File: src/rtl/ft_pkg.sv
package ft_pkg;
  typedef enum logic [1:0] {
    ST_OFF   = 2'd0,
    ST_ON    = 2'd1,
    ST_LATCH = 2'd2,
    ST_COOL  = 2'd3
  } ft_state_e;
endpackage

File: src/rtl/ft_prescaler.sv
module ft_prescaler #(
  parameter int PRESCALE = 450
) (
  input  logic clk_i,
  input  logic rst_ni,
  input  logic clr_i,
  input  logic en_i,
  output logic stb_o
);
  localparam int PW = (PRESCALE > 1) ? $clog2(PRESCALE) : 1;

  logic [PW-1:0] cnt_q;
  logic          last;

  assign last  = (cnt_q == PW'(PRESCALE - 1));
  assign stb_o = en_i & last;

  always_ff @(posedge clk_i or negedge rst_ni) begin
    if (!rst_ni)      cnt_q <= '0;
    else if (clr_i)   cnt_q <= '0;
    else if (en_i)    cnt_q <= last ? '0 : cnt_q + PW'(1);
  end
endmodule

File: src/rtl/ft_unit_counter.sv
module ft_unit_counter #(
  parameter int UW = 9
) (
  input  logic          clk_i,
  input  logic          rst_ni,
  input  logic          clr_i,
  input  logic          stb_i,
  input  logic [UW-1:0] limit_i,
  output logic          done_o
);
  logic [UW-1:0] cnt_q;

  // limit_i is never zero
  assign done_o = stb_i & (cnt_q == limit_i - UW'(1));

  always_ff @(posedge clk_i or negedge rst_ni) begin
    if (!rst_ni)              cnt_q <= '0;
    else if (clr_i || done_o) cnt_q <= '0;
    else if (stb_i)           cnt_q <= cnt_q + UW'(1);
  end
endmodule

File: src/rtl/fault_timer_ctrl.sv
module fault_timer_ctrl
  import ft_pkg::*;
#(
  parameter int PRESCALE   = 450,
  parameter int CODE_W     = 5,
  parameter int COOL_SHIFT = 4
) (
  input  logic              clk_i,
  input  logic              rst_ni,
  input  logic              tick_i,
  input  logic              en_i,
  input  logic              oc_i,
  input  logic              fast_trip_i,
  input  logic [CODE_W-1:0] ft_code_i,
  input  logic              retry_mode_i,
  output logic              gate_en_o,
  output logic              fault_evt_o,
  output logic              oc_evt_o,
  output logic              ft_evt_o
);
  localparam int UW = CODE_W + COOL_SHIFT;

  ft_state_e         state_q, state_d;
  logic [CODE_W-1:0] eff_code;
  logic [UW-1:0]     fault_lim, cool_lim, limit;
  logic              run, clr, unit_stb, done;
  logic              is_on;
  logic              oc_prev_q, fault_evt_q, oc_evt_q, ft_evt_q;

  assign eff_code  = (ft_code_i == '0) ? CODE_W'(1) : ft_code_i;
  assign fault_lim = UW'(eff_code);
  assign cool_lim  = fault_lim << COOL_SHIFT;

  assign is_on = (state_q == ST_ON);
  assign run   = (is_on & oc_i) | (state_q == ST_COOL);
  assign limit = (state_q == ST_COOL) ? cool_lim : fault_lim;
  // any state change restarts the shared time base
  assign clr   = ~run | (state_d != state_q);

  ft_prescaler #(.PRESCALE(PRESCALE)) u_pre (
    .clk_i  (clk_i),
    .rst_ni (rst_ni),
    .clr_i  (clr),
    .en_i   (run & tick_i),
    .stb_o  (unit_stb)
  );

  ft_unit_counter #(.UW(UW)) u_units (
    .clk_i   (clk_i),
    .rst_ni  (rst_ni),
    .clr_i   (clr),
    .stb_i   (unit_stb),
    .limit_i (limit),
    .done_o  (done)
  );

  always_comb begin
    state_d = state_q;
    if (!en_i) begin
      state_d = ST_OFF;
    end else begin
      unique case (state_q)
        ST_OFF:   state_d = ST_ON;
        ST_ON:    if (fast_trip_i || done) state_d = retry_mode_i ? ST_COOL : ST_LATCH;
        ST_LATCH: state_d = ST_LATCH;
        ST_COOL:  if (done) state_d = ST_ON;
        default:  state_d = ST_OFF;
      endcase
    end
  end

  always_ff @(posedge clk_i or negedge rst_ni) begin
    if (!rst_ni) begin
      state_q     <= ST_OFF;
      oc_prev_q   <= 1'b0;
      fault_evt_q <= 1'b0;
      oc_evt_q    <= 1'b0;
      ft_evt_q    <= 1'b0;
    end else begin
      state_q     <= state_d;
      oc_prev_q   <= oc_i;
      fault_evt_q <= en_i & is_on & ~fast_trip_i & done;
      ft_evt_q    <= en_i & is_on & fast_trip_i;
      oc_evt_q    <= en_i & is_on & oc_i & ~oc_prev_q;
    end
  end

  assign gate_en_o   = is_on;
  assign fault_evt_o = fault_evt_q;
  assign oc_evt_o    = oc_evt_q;
  assign ft_evt_o    = ft_evt_q;
endmodule

File: config.mk
export PLATFORM = sky130hd
export DESIGN_NAME = fault_timer_ctrl
export DESIGN_NICKNAME = d
export VERILOG_FILES = /design/src/rtl/ft_pkg.sv /design/src/rtl/ft_prescaler.sv /design/src/rtl/ft_unit_counter.sv /design/src/rtl/fault_timer_ctrl.sv
export SDC_FILE = /design/constraint.sdc
export NUM_CORES = 1
export LEC_CHECK = 0
export ABC_AREA = 1
export BUFFER_PORTS_ARGS = -buffer_cell sky130_fd_sc_hd__buf_4
export CORE_ASPECT_RATIO = 0.5
export CORE_MARGIN = 2
export CORE_UTILIZATION = 64
export DETAILED_ROUTE_END_ITERATION = 10
export GPL_ROUTABILITY_DRIVEN = 1
export PLACE_DENSITY = 0.95
export SYNTH_ARGS = -nofsm -noshare
export SYNTH_HDL_FRONTEND = slang
export SYNTH_SLANG_ARGS = --single-unit
File: constraint.sdc
create_clock -name clk_i -period 7.2 [get_ports clk_i]
set_input_delay 0.72 -clock clk_i [delete_from_list [all_inputs] [get_ports clk_i]]
set_output_delay 0.72 -clock clk_i [all_outputs]
set_load 0.02 [all_outputs]
==> results.toml <==
[outcome]
outcome = "finished clean"

[floorplan]
die_w_um = 79.2
placementRows = 13
ios = 16
core_um2 = 2640
die_area_um2 = 3300
start_util = 0.687
dieHeight_um = 41.6

[logic_synthesis]
synth-edff-count = 0
synthesis.area_um2 = 1810
synth_top_area_frac = 0.332
synth_area_leaders = "dfrtp_1, nand2_1, nand3_1"
post-synth-top-count-cell = "nand2_1"
synth.net_count = 269
synth_top_area_cell = "dfrtp_1"
syn_inst = 253
yosysWarnings = 0
yosys_register_bits = 24
netlist_top_cells_count = "nand2_1, inv_1, nand3_1"
syn_area_per_cell_um2 = 7.16
yosysSeqAreaShare = 0.332
synth_ff_type = "dfrtp_1"
ys_async_sr_fraction = 1.00
synthDistinctLibCells = 28

[sta]
grt_setup_unrepaired = "false"
whs_ns = 0.324
setup_ws_ns = 4.13
finalHoldViolCount = 0
maxSlewViolCount = 0
clock_skew_ns = 0.00631
fin_setup_tns_ns = 0
fin_crit_sh = 0.427
worstMarginPinSlew_ns = 0.356
fmaxAchievable_mhz = 326
min_period_ns = 3.07
max_slew_margin = 0.761
setup_violations = 0

[placed_design]
dp_cells = 302
port_buffers = 15
hpwl_um = 2870
place_ws_ns = 3.87
place.gp.congestion = 0.939

[power]
ir_drop_v = 0.000111
power.density_nw_per_um2 = 140
power_mw = 0.278
leakagePower_nw = 0.989

[clock_network]
cts.sinks = 24
clk_path_buf_depth = 2
cts_made_buffers = 3
cts_resized = 0
cts_htree_levels = 1
post_cts_buffers = 0
cts-root-buf = "clkbuf_8"
insertion_delay_ns = 0.28
cts.clk_slew.worst_paths_ns = 0.09
tritoncts = "done"
ctsHoldBuffers = 0

[routing]
drtPass1Iterations = 5
wl_per_cell_um = 12.4
final_antenna_net_count = 0
routed_wirelength_um = 3800
num_vias = 1652
post-route-drc-count = 0
via_per_inst = 5.40
drt_first_iter_violations = 144

[critical_path]
timing.critical_path.mode_cell = "nand2_1"
crit_path_end_kind = "flop"
path_cells = "buf_4 -> nor2_1 -> nand2_1 -> nand2_1 -> nand2_4 -> ha_1 -> nand2_1 -> nand2_1 -> nand2_1 -> nand2_1 -> inv_1 -> nand2_1 -> nand2_1 -> nand3_1 -> nor2_1 -> nand2_1 -> nand2_1 -> nand2_1 -> nand2_2 -> nand3_1 -> nand2_1 -> nor2_4 -> inv_4 -> a21oi_1"
r2r_cells = 20
arrival_ns = 3.22
reg2reg_from = "state_q[0]"
cp-start-kind = "input port"
path_max_fanout = 14
reg2reg_to = "u_pre.cnt_q[1]"
cp_top_family = "simple AND/OR/NAND/NOR gates"
critPathRequiredTime_ns = 7.35
rrSetupSlack_ns = 4.26
max_stage_delay_ns = 0.26
path_buf_inv = 3
criticalPathCategory = "input port to flop"
cpMaxStageDelayCell = "ha_1"

[grt]
antenna_found_initial = 0
gr-total-overflow = 0
grt_start_max_net_pins = 25
track_usage = 0.257
grt_pass1_vias = 1553
grt_pass1_wl_um = 6620

[flow_run]
cap_violations = 0

[hold_path]
hp-class = "input port to asynchronous set/reset pin"

[final_layout]
finalNonFillerCells = 306
antenna_cells = 0
area_growth_pct = 9.88
drive_above_1_share = 0.160
layout.nets = 286
[cell families (layout without fill, tap and decap cells)]
group | Yosys count | after routing | share of synthesized area
XOR/XNOR | 11 | 11 | 0.0532
AO/OA/AOI/OAI | 18 | 18 | 0.0518
AND/OR/NAND/NOR | 152 | 152 | 0.429
flip-flops | 24 | 24 | 0.332
buffers and inverters | 44 | 60 | 0.106
adder cells (fa/ha/maj) | 4 | 4 | 0.0276
[final cells by class]
type                    instances  area [um^2]
multi-input cells             185         1020
inverters                      41          158
flip-flops and latches         24          601
clock buffers                   4         55.1
well taps                      37         46.3
fillers                       181          646
repair buffers                 15          113
[registers in the layout (all words and copies together) (netlist names)]
signal / count
ft_evt_o: 1
oc_prev_q: 1
u_pre.cnt_q: 9
state_q: 2
oc_evt_o: 1
u_units.cnt_q: 9
fault_evt_o: 1
[placed cells by master (no fill, tap or decap)]
cell type and n:
nor2_1 24, dfrtp_1 24, nor2_2 1, a21oi_1 8, xnor2_1 3, nand2_4 2, nand4_1 5, nand2_2 3
nor3b_1 1, inv_1 38, nor2_4 11, buf_4 15, a21oi_2 1, nor3_1 8, xor2_1 8, o21ai_1 2
inv_4 1, nand3_2 1, o21ai_0 7, inv_2 1, nand3_4 1, ha_1 4, nor2_8 1, clkinv_2 1
nand3_1 29, clkbuf_8 4, nand2_1 65
[worst max-delay path by stage]
stage	cells after the start	startpoint	slack [ns]	to
floorplan	24	ft_code_i[2]	4.37	u_pre.cnt_q[6]
global placement	24	ft_code_i[2]	4.01	u_units.cnt_q[0]
detailed placement	24	ft_code_i[2]	3.87	u_pre.cnt_q[1]
CTS	24	ft_code_i[2]	4.15	u_pre.cnt_q[1]
global route	24	ft_code_i[2]	3.81	u_pre.cnt_q[1]
finish	24	ft_code_i[2]	4.13	u_pre.cnt_q[1]
[through the flow]
step                      instance area (um^2)   util
final                                     1990  0.755
after detailed placement                  1930  0.734
after global placement                    1930  0.734
after floorplan                           1810      -
after CTS                                 1990  0.755
after global routing                      1990  0.755
[layer usage]
metal / vias up / track usage / part of all wire
met3: 3 / 0.0522 / 0.049
met4: 0 / 0.0655 / 0.0061
li1: 827 / - / -
met1: 772 / 0.314 / 0.45
met2: 50 / 0.468 / 0.49
met5: - / 0 / 0
[where the power goes]
group,internal [mW],switching [mW],total (mW)
clock,0.0490,0.0449,0.0939
sequential,0.136,0.00228,0.139
combinational,0.0151,0.0301,0.0452
Note: power is estimated with default switching activity, not from simulation.
